### config.mk
export PLATFORM = sky130hd
export DESIGN_NAME = spi_regport
export DESIGN_NICKNAME = d
export VERILOG_FILES = /design/src/rtl/spi_regport_pkg.sv /design/src/rtl/spi_pin_sync.sv /design/src/rtl/spi_frame.sv /design/src/rtl/spi_miso_shift.sv /design/src/rtl/spi_regport.sv
export SDC_FILE = /design/constraint.sdc
export NUM_CORES = 1
export LEC_CHECK = 0
export ABC_CLOCK_PERIOD_IN_PS = 2300
export CAP_MARGIN = 20
export CORE_AREA = 2 2 87 89
export DETAILED_ROUTE_END_ITERATION = 10
export DIE_AREA = 0 0 89 91
export PLACE_DENSITY = 0.76
export SLEW_MARGIN = 0
export SYNTH_ARGS = -nofsm -noshare
export SYNTH_HDL_FRONTEND = slang
export SYNTH_SLANG_ARGS = --single-unit
export TNS_END_PERCENT = 30
### constraint.sdc
create_clock -name clk -period 2.3 [get_ports clk]
set_input_delay 0.345 -clock clk [delete_from_list [all_inputs] [get_ports clk]]
set_output_delay 0.345 -clock clk [all_outputs]
set_load 0.03 [all_outputs]
### src/rtl/spi_regport_pkg.sv
// Package: shared widths and the command byte layout of the register port.
package spi_regport_pkg;
    localparam int ADDR_W = 6;
    localparam int DATA_W = 16;
    localparam int CMD_W  = 8;

    // Command byte: read flag, unused bit, register address
    typedef struct packed {
        logic              rd;
        logic              unused;
        logic [ADDR_W-1:0] addr;
    } cmd_t;
endpackage

### src/rtl/spi_pin_sync.sv
// spi_pin_sync: two-flop synchroniser plus edge detect per pin.
// Assumes: pins are asynchronous to clk; lvl lags the pin by two clocks,
// rise/fall are one-cycle pulses derived from the synchronised level.
module spi_pin_sync #(
    parameter int           N       = 3,
    parameter logic [N-1:0] RST_VAL = '0
) (
    input  logic         clk,
    input  logic         rst_n,
    input  logic [N-1:0] pin,
    output logic [N-1:0] lvl,
    output logic [N-1:0] rise,
    output logic [N-1:0] fall
);
    for (genvar g = 0; g < N; g++) begin : g_pin
        logic [2:0] stg;

        // Shift the pin through two sync stages and one history stage
        always_ff @(posedge clk) begin
            if (!rst_n) stg <= {3{RST_VAL[g]}};
            else        stg <= {stg[1:0], pin[g]};
        end

        assign lvl[g]  = stg[1];
        assign rise[g] = stg[1] & ~stg[2];
        assign fall[g] = ~stg[1] & stg[2];
    end
endmodule

### src/rtl/spi_frame.sv
// spi_frame: bit counting, command decode, word assembly and register strobes.
// Assumes: cs_s/sclk_rise/mosi_s are synchronised; register file answers a
// read strobe with data valid one cycle later.
module spi_frame
    import spi_regport_pkg::*;
#(
    parameter int AW = ADDR_W,
    parameter int DW = DATA_W
) (
    input  logic          clk,
    input  logic          rst_n,
    input  logic          cs_s,
    input  logic          sclk_rise,
    input  logic          mosi_s,
    output logic          wr_en,
    output logic          rd_en,
    output logic [AW-1:0] addr,
    output logic [DW-1:0] wdata,
    input  logic [DW-1:0] rdata,
    output logic          ld_stb,
    output logic [DW-1:0] ld_data
);
    localparam int CW = $clog2(DW);

    logic [DW-1:0] sh_q;
    logic [DW-1:0] sh_nxt;
    logic [CW-1:0] bit_q;
    logic          in_data_q;
    logic          is_rd_q;
    logic [AW-1:0] nxt_addr_q;
    logic          rd_seen_q;
    cmd_t          cmd;

    assign sh_nxt = {sh_q[DW-2:0], mosi_s};
    assign cmd    = cmd_t'(sh_nxt[CMD_W-1:0]);

    // Frame tracking: count bits, decode the command, emit strobes per word
    always_ff @(posedge clk) begin
        if (!rst_n) begin
            sh_q <= '0; bit_q <= '0; in_data_q <= 1'b0; is_rd_q <= 1'b0;
            nxt_addr_q <= '0; addr <= '0; wdata <= '0;
            wr_en <= 1'b0; rd_en <= 1'b0;
        end else begin
            wr_en <= 1'b0;
            rd_en <= 1'b0;
            if (cs_s) begin
                sh_q <= '0; bit_q <= '0; in_data_q <= 1'b0; is_rd_q <= 1'b0;
            end else if (sclk_rise) begin
                sh_q  <= sh_nxt;
                bit_q <= bit_q + 1'b1;
                if (!in_data_q && bit_q == CW'(CMD_W - 1)) begin
                    in_data_q <= 1'b1;
                    bit_q     <= '0;
                    is_rd_q   <= cmd.rd;
                    if (cmd.rd) begin
                        addr       <= cmd.addr;
                        rd_en      <= 1'b1;
                        nxt_addr_q <= cmd.addr + 1'b1;
                    end else begin
                        nxt_addr_q <= cmd.addr;
                    end
                end else if (in_data_q && bit_q == CW'(DW - 1)) begin
                    bit_q      <= '0;
                    addr       <= nxt_addr_q;
                    nxt_addr_q <= nxt_addr_q + 1'b1;
                    if (is_rd_q) rd_en <= 1'b1;
                    else begin
                        wr_en <= 1'b1;
                        wdata <= sh_nxt;
                    end
                end
            end
        end
    end

    // Capture register-file read data one cycle after the read strobe
    always_ff @(posedge clk) begin
        if (!rst_n) begin
            rd_seen_q <= 1'b0; ld_stb <= 1'b0; ld_data <= '0;
        end else begin
            rd_seen_q <= rd_en;
            ld_stb    <= rd_seen_q;
            if (rd_seen_q) ld_data <= rdata;
        end
    end


    strobe_excl_chk: assert property (@(posedge clk) disable iff (!rst_n)
        !(wr_en && rd_en));

    wr_pulse_chk: assert property (@(posedge clk) disable iff (!rst_n)
        wr_en |=> !wr_en);

    rd_pulse_chk: assert property (@(posedge clk) disable iff (!rst_n)
        rd_en |=> !rd_en);

    wr_in_frame_chk: assert property (@(posedge clk) disable iff (!rst_n)
        wr_en |-> $past(!cs_s));

    no_wr_on_read_chk: assert property (@(posedge clk) disable iff (!rst_n)
        wr_en |-> !is_rd_q);
endmodule

### src/rtl/spi_miso_shift.sv
// spi_miso_shift: parallel-load shifter that drives serial read data.
// Assumes: loads and shifts happen only on a synchronised falling clock edge;
// a pending load replaces the shift on that edge.
module spi_miso_shift #(
    parameter int DW = spi_regport_pkg::DATA_W
) (
    input  logic          clk,
    input  logic          rst_n,
    input  logic          cs_s,
    input  logic          sclk_fall,
    input  logic          ld_stb,
    input  logic [DW-1:0] ld_data,
    output logic          msb
);
    logic [DW-1:0] sh_q;
    logic          pend_q;

    // Load fetched word or shift left on each falling edge
    always_ff @(posedge clk) begin
        if (!rst_n || cs_s) begin
            sh_q   <= '0;
            pend_q <= 1'b0;
        end else begin
            if (ld_stb) pend_q <= 1'b1;
            if (sclk_fall) begin
                if (pend_q || ld_stb) begin
                    sh_q   <= ld_data;
                    pend_q <= 1'b0;
                end else begin
                    sh_q <= {sh_q[DW-2:0], 1'b0};
                end
            end
        end
    end

    assign msb = sh_q[DW-1];


    miso_hold_chk: assert property (@(posedge clk) disable iff (!rst_n)
        ($past(rst_n) && $past(!cs_s) && !$past(sclk_fall)) |-> $stable(sh_q));
endmodule

### src/rtl/spi_regport.sv
// spi_regport: mode-0 serial slave giving a host access to 16-bit registers.
// Assumes: clk is at least 8x spi_sclk; pad tri-state is built outside from
// spi_miso and spi_miso_oe.
module spi_regport
    import spi_regport_pkg::*;
(
    input  logic              clk,
    input  logic              rst_n,
    input  logic              cfg_idle_hiz,
    input  logic              spi_cs_n,
    input  logic              spi_sclk,
    input  logic              spi_mosi,
    output logic              spi_miso,
    output logic              spi_miso_oe,
    output logic              reg_wr_en,
    output logic              reg_rd_en,
    output logic [ADDR_W-1:0] reg_addr,
    output logic [DATA_W-1:0] reg_wdata,
    input  logic [DATA_W-1:0] reg_rdata
);
    localparam int PIN_CS = 2;
    localparam int PIN_CK = 1;
    localparam int PIN_DI = 0;

    logic [2:0]        lvl, rise, fall;
    logic              ld_stb;
    logic [DATA_W-1:0] ld_data;
    logic              msb;

    spi_pin_sync #(.N(3), .RST_VAL(3'b100)) u_sync (
        .clk(clk), .rst_n(rst_n),
        .pin({spi_cs_n, spi_sclk, spi_mosi}),
        .lvl(lvl), .rise(rise), .fall(fall)
    );

    spi_frame #(.AW(ADDR_W), .DW(DATA_W)) u_frame (
        .clk(clk), .rst_n(rst_n),
        .cs_s(lvl[PIN_CS]), .sclk_rise(rise[PIN_CK]), .mosi_s(lvl[PIN_DI]),
        .wr_en(reg_wr_en), .rd_en(reg_rd_en), .addr(reg_addr),
        .wdata(reg_wdata), .rdata(reg_rdata),
        .ld_stb(ld_stb), .ld_data(ld_data)
    );

    spi_miso_shift #(.DW(DATA_W)) u_miso (
        .clk(clk), .rst_n(rst_n),
        .cs_s(lvl[PIN_CS]), .sclk_fall(fall[PIN_CK]),
        .ld_stb(ld_stb), .ld_data(ld_data), .msb(msb)
    );

    // Output enable follows select directly; idle level chosen by config
    assign spi_miso_oe = ~spi_cs_n | ~cfg_idle_hiz;
    assign spi_miso    = ~spi_cs_n & msb;
endmodule

Word-level counts from Yosys, hierarchy flattened:

Cells that the tools add are included.
Widths: inputs -> output; s select.

* register bits after elaboration: 93
* bits of input ports: 22
* output and inout port bits: 26
* word-level logic and storage cells: 68

* add/sub/neg operators: 3
* eq/ne operators: 3
* mux-type cells: 17
* bitwise gates (word level): 14
* reduce and logical (&&, ||, !) cells: 14

Operators with widths (number)
* $mux 6: 6
* $mux 16: 1
* $add 6x1->6 const B: 2
* $not 1->1: 10
* $mux 1: 8
* $mux 4: 2
* $reduce_and 5->1: 1
* $reduce_or 5->1: 1
* $add 4x1->4 const B: 1
* $eq 4x3->1 const B: 1
* $eq 4x4->1 const B: 1
* $reduce_and 4->1: 1
* $and 1x1->1: 3
* $reduce_and 3->1: 1
* $reduce_or 3->1: 1
* $logic_and 1x1->1: 2
* $logic_not 1->1: 2
* $logic_or 1x1->1: 2
* $ne 2x1->1 const B: 1
* $reduce_and 2->1: 1
* $reduce_bool 2->1: 1
* $reduce_or 2->1: 1
* $or 1x1->1: 1

Longest topological paths before layout:

Gate-level depths: netlist (run 1).

* depth in word-level cells: 4
* gate-level depth with buffers: 7
* depth with buffers taken out: 5

Modules after synthesis:

A second synthesis (run 1) with hierarchy kept.

* cells, all modules: 428
* area, all modules: 3898.7 um^2

Modules (own cells, without submodules)
* spi_frame: instances 1, cells an instance 304, area an instance 2775.2 um^2, seq. area each 1381.3 um^2
* spi_miso_shift: instances 1, cells an instance 95, area an instance 817.0 um^2, seq. area each 340.3 um^2
* spi_pin_sync: instances 1, cells an instance 27, area an instance 296.5 um^2, seq. area each 180.2 um^2
* spi_regport: instances 1, cells an instance 2, area an instance 10.0 um^2, seq. area each 0.0 um^2

Worst setup path before layout (run 1):

OpenSTA, ideal clock, no wires.

* kind: flip-flop to flip-flop
* start point: reg u_frame.bit_q[0]
* end point: reg u_frame.wdata[10]
* library setup time: 0.128 ns
* data arrival time: 1.764 ns
* required time: 2.172 ns
* path slack: 0.409 ns
* stages on the path, launching flop included: 8
* path buffers: 2
* period minus slack after synthesis: 1.891 ns
* cells stage by stage: dfxtp_1 > ha_1 > nand4b_4 > or4_1 > buf_2 > buf_6 > mux2i_1 > nor2_1

* word-level cells in the longest chain between the ends: 4
* elaborated cells on any way between the ends: 6
* classes of those cells: 2 x eq/ne; 1 x bitwise; 3 x reduce/logical

Ends and longest elaborated chain
* start: declaration: RTL line spi_frame.sv:27 `logic [CW-1:0] bit_q;`
* start signal: assignment: RTL line spi_frame.sv:50 `bit_q <= bit_q + 1'b1;`
* $eq 4x3->1: RTL line spi_frame.sv:51 `if (!in_data_q && bit_q == CW'(CMD_W - 1)) begin`
* $logic_and 1x1->1: RTL line spi_frame.sv:51
* $not 1->1 (no line)
* $reduce_and 5->1 (no line) (*)
* end signal: assignment: RTL line spi_frame.sv:69 `wdata <= sh_nxt;`
* end: declaration: RTL line spi_frame.sv:18 `output logic [DW-1:0] wdata,`

Every way passes the cells marked *; elsewhere a longest branch is shown, timed or not.
A chain may end at the register's enable or synchronous reset.

Worst setup path in the final report (run 1):

* start point: in spi_cs_n
* end point: out spi_miso

* word-level cells in the longest chain between the ends: 2

Ends and longest elaborated chain
* start: declaration: RTL line spi_regport.sv:10 `input logic spi_cs_n,`
* $not 1->1: RTL line spi_regport.sv:52 `assign spi_miso = ~spi_cs_n & msb;`
* $and 1x1->1: RTL line spi_regport.sv:52
* end: declaration: RTL line spi_regport.sv:13 `output logic spi_miso,`

No other way between the ends.

==> results_dict.tcl, run 1 <==
set metrics [dict create \
    yosysWarningCount 0 \
    cp.required_ns 1.96 \
    rsz0062_at_grt "false" \
    drt_iter0_markers 137 \
    maxSlewViolCount 0 \
    worstMarginPinSlew_ns 0.676 \
    syn-cell-area_um2 3720 \
    fin_crit_ns 1.96 \
    yosysTopAreaCell "dfxtp_1" \
    cts_hold_buf 0 \
    htreeDepth 3 \
    final_common_cell "dfxtp_1" \
    layout_common_cells "dfxtp_1 (93), nand2_1 (68), nor2_1 (61)" \
    power_leakage_nw 1.58 \
    grt_pass1_vias 2752 \
    ant_nets 0 \
    drt-total-wl_mm 7.43 \
    whs_ns 0.424 \
    placed_area_um2 4300 \
    p_sw_frac 0.233 \
    critPathSlowestCell "clkdlybuf4s50_1" \
    start_kind "input pin" \
    crit_buf_inv 2 \
    syn_nets 445 \
    grt_pass1_wl_mm 12.8 \
    path_max_fanout 3 \
    vias 2987 \
    antenna_found_initial 0 \
    fin_setup_tns_ns 0 \
    die_y_um 91 \
    grt_usage 0.196 \
    cp_slowest_stage_delay_ns 0.68 \
    nets 485 \
    p_total_w 0.00285 \
    avgRoutedWirePerCell_um 13.2 \
    power.density_nw_per_um2 632 \
    drive_gt1_frac 0.0796 \
    critPathTopFamily "buffers and inverters" \
    yosys-top-cells-area "dfxtp_1 (50%), mux2i_1 (8.9%), nand2_1 (6.9%), nor2_1 (6.2%), a311oi_1 (4.9%)" \
    placement.io_buffers 47 \
    clk_pin_slew_ns 0.10 \
    hold_viol_final 0 \
    p_sw_w 0.000665 \
    drc 0 \
    yosysTopAreaCellShare 0.500 \
    fillers 627 \
    overflow 0 \
    worstPathCellList "clkdlybuf4s50_1, nor2b_1, clkdlybuf4s50_1" \
    rows 31 \
    syn_inst 420 \
    grt_max_degree 44 \
    p_int_w 0.00219 \
    fmax_ghz 0.510 \
    cts_made_buffers 9 \
    ys.flop_type "dfxtp_1" \
    ir_drop_v 0.000391 \
    synthToLayoutAreaGrowth_pct 21.3 \
    dpl.hpwl_mm 5.03 \
    fp.dieArea_um2 8100 \
    io_pins 48 \
    worstSkewPairLatency_ns 0.36 \
    ys_ff_latch 93 \
    antennaDiodeCount 0 \
    finalSetupViolations 0 \
    crit_top_cell "clkdlybuf4s50_1" \
    worstSetupPathType "input pin to output pin" \
    skew_ns 0.00986 \
    relSlewSlack 0.549 \
    p_clk_frac 0.401 \
    cts_setup_buffers 0 \
    dr.pass1.iters 4 \
    hold_class "register to register" \
    yosysSeqAreaShare 0.500 \
    syn_area_per_cell_um2 8.86 \
    seqPwrFrac 0.568 \
    ys_async_sr_fraction 0 \
    start_util 0.521 \
    cts-root-buf "clkbuf_8" \
    cts_tree "yes" \
    status "finished, final reports clean" \
    cts.sinks 93 \
    finalCritPeriodShare 0.853 \
    cts_buffer_depth 2 \
    die-width_um 89 \
    ys_types 38 \
    routabilityCongestion 0.830 \
    postLayoutCellArea_um2 4510 \
    coreArea_um2 7140 \
    maxCapViolCount 0 \
    drt-vias-per-instance 5.30 \
    crit_path_end_kind "output pin" \
    crit_arrival_ns 1.62 \
    power_frac_comb 0.031 \
    cts-resized-gates 0 \
    synth_edf_count 0 \
]
final cells by class:
| cell class | instances | area, um2 | area share |
|---|---|---|---|
| Sequential cell | 93 | 1860 | 0.413 |
| Clock inverter | 7 | 91.3 | 0.0202 |
| Tap cell | 99 | 124 | 0.0274 |
| Multi-Input combinational cell | 291 | 1720 | 0.381 |
| Clock buffer | 9 | 124 | 0.0274 |
| Inverter | 3 | 11.3 | 0.00250 |
| Timing Repair Buffer | 62 | 583 | 0.129 |
power by group through the flow:
stage	Sequential [W]	Combinational (W)	Clock, W
after floorplan	0.00166	0.0000398	0
after global placement	0.00166	0.0000883	0
after detailed placement	0.00166	0.0000903	0
after CTS	0.00162	0.0000903	0.00118
after global routing	0.00162	0.0000984	0.00124
final	0.00162	0.0000898	0.00114
cell usage after synthesis, types with 2 or more instances:
master and n:
a311oi_1 21, dfxtp_1 93, nand2_1 68, nand2b_1 5
xor2_1 4, nand4_1 5, clkbuf_1 25, buf_2 6
xnor2_1 2, a21oi_1 29, o211ai_1 2, nand3b_1 2
mux2i_1 33, ha_1 3, nor3_1 5, inv_1 2
nor2_1 61, or3_1 3, nand3_1 5, o21ai_0 20
and2_1 7, nor2b_1 3
sequential cells by signal (all words and copies together) (netlist names), 4 cells and up:
name,count
u_frame.nxt_addr_q,6
u_frame.bit_q,4
u_frame.wdata,16
u_miso.sh_q,16
u_sync.g_pin.stg,7
u_frame.addr,6
u_frame.ld_data,16
u_frame.sh_q,15
cells by family (layout without fill, tap and decap cells):
kind of cell             after synthesis  count (layout)  synth area share
XOR/XNOR                               6               6            0.0141
flip-flops                            93              93             0.500
adder cells (fa/ha/maj)                3               3            0.0101
multiplexers                          33              33            0.0888
AND/OR/NAND/NOR                      170             170             0.204
AO/OA/AOI/OAI                         79              79             0.142
buffers and inverters                 36              81            0.0403
worst register-to-register path, stage by stage, from the launching register on:
cell,delay [ns]
dfxtp_1,0.38
ha_1,0.29
nand4b_4,0.18
or3_1,0.50
a2111oi_0,0.37
a311o_1,0.17
path summary, 6_finish.rpt:
check | start | to | slack [ns] | cells past startpoint
min | u_sync.g_pin[2].stg[0] | u_sync.g_pin[2].stg[1] | 0.42 | 1
max | spi_cs_n | spi_miso | 0.34 | 3
max reg2reg | u_frame.bit_q[0] | u_frame.nxt_addr_q[5] | 0.36 | 5
min reg2reg | u_sync.g_pin[2].stg[0] | u_sync.g_pin[2].stg[1] | 0.42 | 1
routing by layer:
| layer | up-vias | global-route usage | share of wire |
|---|---|---|---|
| met5 | - | 0 | 0 |
| met4 | 0 | 0.0709 | 0.016 |
| met3 | 10 | 0.0309 | 0.037 |
| met2 | 61 | 0.323 | 0.49 |
| met1 | 1383 | 0.258 | 0.46 |
| li1 | 1533 | - | - |
through the flow:
| stage | worst slack (ns) | utilization | instances |
|---|---|---|---|
| after floorplan | 0.409 | - | 420 |
| after global placement | 0.388 | 0.602 | 548 |
| after detailed placement | 0.332 | 0.602 | 548 |
| after CTS | 0.315 | 0.632 | 564 |
| after global routing | 0.108 | 0.632 | 564 |
| final | 0.338 | 0.632 | 564 |
(Power assumes the default switching activity.)
==> run 2, diff against run 1 <==
--- a/config.mk
+++ b/config.mk
@@ -12,2 +12,3 @@
 export DIE_AREA = 0 0 89 91
+export MAX_ROUTING_LAYER = met4
 export PLACE_DENSITY = 0.76
==> constraint.sdc (replaced) <==
create_clock -name clk -period 2.3 [get_ports clk]
set_input_delay 0.23 -clock clk [delete_from_list [all_inputs] [get_ports clk]]
set_output_delay 0.23 -clock clk [all_outputs]
set_load 0.03 [all_outputs]
==> run 2 against run 1 <==
  * Register-to-register slack is essentially flat
  * First-iteration DRC count shrank 4.4%
  * Via count grew 1.2%
  * Cell area shrank 0.91%
  * Sequential power is essentially flat
  * Combinational power is essentially flat
  * Flip-flop and latch count is the same
  * Worst setup slack gained 0.019 ns
  * Clock power shrank 8%
  * Die area is the same
  * Fmax grew 0.99%
  * Critical path type is now register to register
  * Largest cell class unchanged
  * Largest power group unchanged
==> results_dict.tcl, run 2 (synthesis gave the netlist of run 1 again) <==
set metrics [dict create \
    status "finished, final reports clean" \
    crit_arrival_ns 2.19 \
    fmax_ghz 0.515 \
    cts-root-buf "clkbuf_8" \
    drc 0 \
    grt_max_degree 44 \
    htreeDepth 3 \
    start_kind "register" \
    synthToLayoutAreaGrowth_pct 20.2 \
    worstMarginPinSlew_ns 0.648 \
    grt_pass1_vias 2930 \
    cts_hold_buf 0 \
    fillers 623 \
    power_leakage_nw 1.54 \
    fin_setup_tns_ns 0 \
    die_y_um 91 \
    cp.required_ns 2.54 \
    drt_iter0_markers 131 \
    avgRoutedWirePerCell_um 13.2 \
    coreArea_um2 7140 \
    hold_viol_final 0 \
    path_max_fanout 7 \
    hold_class "register to register" \
    relSlewSlack 0.568 \
    maxSlewViolCount 0 \
    drt-total-wl_mm 7.38 \
    io_pins 48 \
    die-width_um 89 \
    drive_gt1_frac 0.0714 \
    clk_pin_slew_ns 0.09 \
    utilization 0.627 \
    layout_common_cells "dfxtp_1 (93), nand2_1 (68), nor2_1 (61)" \
    cts_tree "yes" \
    ant_nets 0 \
    power.density_nw_per_um2 618 \
    routabilityCongestion 0.861 \
    grt_pass1_wl_mm 12.8 \
    dpl.hpwl_mm 4.94 \
    final_common_cell "dfxtp_1" \
    placement.io_buffers 47 \
    biggestRegsByFlops "u_frame.ld_data: 16 flops, u_frame.wdata: 16 flops, u_miso.sh_q: 16 flops" \
    dr.pass1.iters 4 \
    cts-resized-gates 0 \
    antenna_found_initial 0 \
    cts.sinks 93 \
    rsz0062_at_grt "false" \
    cts_setup_buffers 0 \
    drt-vias-per-instance 5.39 \
    cts_buffer_depth 2 \
    antennaDiodeCount 0 \
    worstSkewPairLatency_ns 0.35 \
    finalCritPeriodShare 0.845 \
    worstSetupPathType "register to register" \
    nets 483 \
    cts_made_buffers 9 \
    maxCapViolCount 0 \
    start_util 0.521 \
    finalSetupViolations 0 \
    rows 31 \
    fp.dieArea_um2 8100 \
    grt_usage 0.203 \
    vias 3023 \
    skew_ns 0.00944 \
    fin_crit_ns 1.94 \
    crit_path_end_kind "register" \
    ir_drop_v 0.000374 \
    overflow 0 \
]
==> run 2: cell count changes in the layout (fill, tap and decap cells not counted), sizes merged <==
cell      delta
inv          -2
clkinvlp     +2
buf          -2
clkinv       -2
clkbuf       +1
==> run 2: worst paths after layout <==
path | startpoint | slack, ns | end | cells after the start
min reg2reg | u_sync.g_pin[2].stg[0] | 0.42 | u_sync.g_pin[2].stg[1] | 1
max | u_frame.bit_q[0] | 0.36 | u_frame.nxt_addr_q[5] | 5
min | u_sync.g_pin[2].stg[0] | 0.42 | u_sync.g_pin[2].stg[1] | 1
max reg2reg | u_frame.bit_q[0] | 0.36 | u_frame.nxt_addr_q[5] | 5
==> run 2: per-layer routing <==
layer	track usage	share of wire
met1	0.237	0.45
met2	0.325	0.50
met3	0.0591	0.044
met4	0.0871	0.0092
met5	-	0
==> run 2: stage by stage <==
stage	hold WS [ns]	instance area (um2)	setup WS (ns)	power (W)	instances
3_5_place_dp	0.413	4280	0.368	0.00175	546
5_1_grt	0.443	4470	0.132	0.00287	561
4_1_cts	0.427	4470	0.342	0.00280	561
2_1_floorplan	0.303	3720	0.409	0.00170	420
3_3_place_gp	0.389	4280	0.430	0.00175	546
6_report	0.419	4470	0.357	0.00276	561
==> run 2: power breakdown <==
group / switching [W] / internal [W]
Combinational: 0.0000440 / 0.0000458
Sequential: 0.00000536 / 0.00161
Clock: 0.000552 / 0.000501
Total: 0.000601 / 0.00216
==> run 2: layout make-up <==
type,instances,area [um2],area share
sequential,93,1860,0.416
multi-input combinational,291,1720,0.384
timing repair buffer,60,568,0.127
clock buffer,10,128,0.0285
tap,99,124,0.0277
clock inverter,5,61.3,0.0137
inverter,3,11.3,0.00252
==> run 2: critical path: stages, from the launching register on <==
cell and delay [ns]:
dfxtp_1 0.37, ha_1 0.28, nand4b_4 0.17, nor3_1 0.54, a21oi_1 0.14, a311o_1 0.34
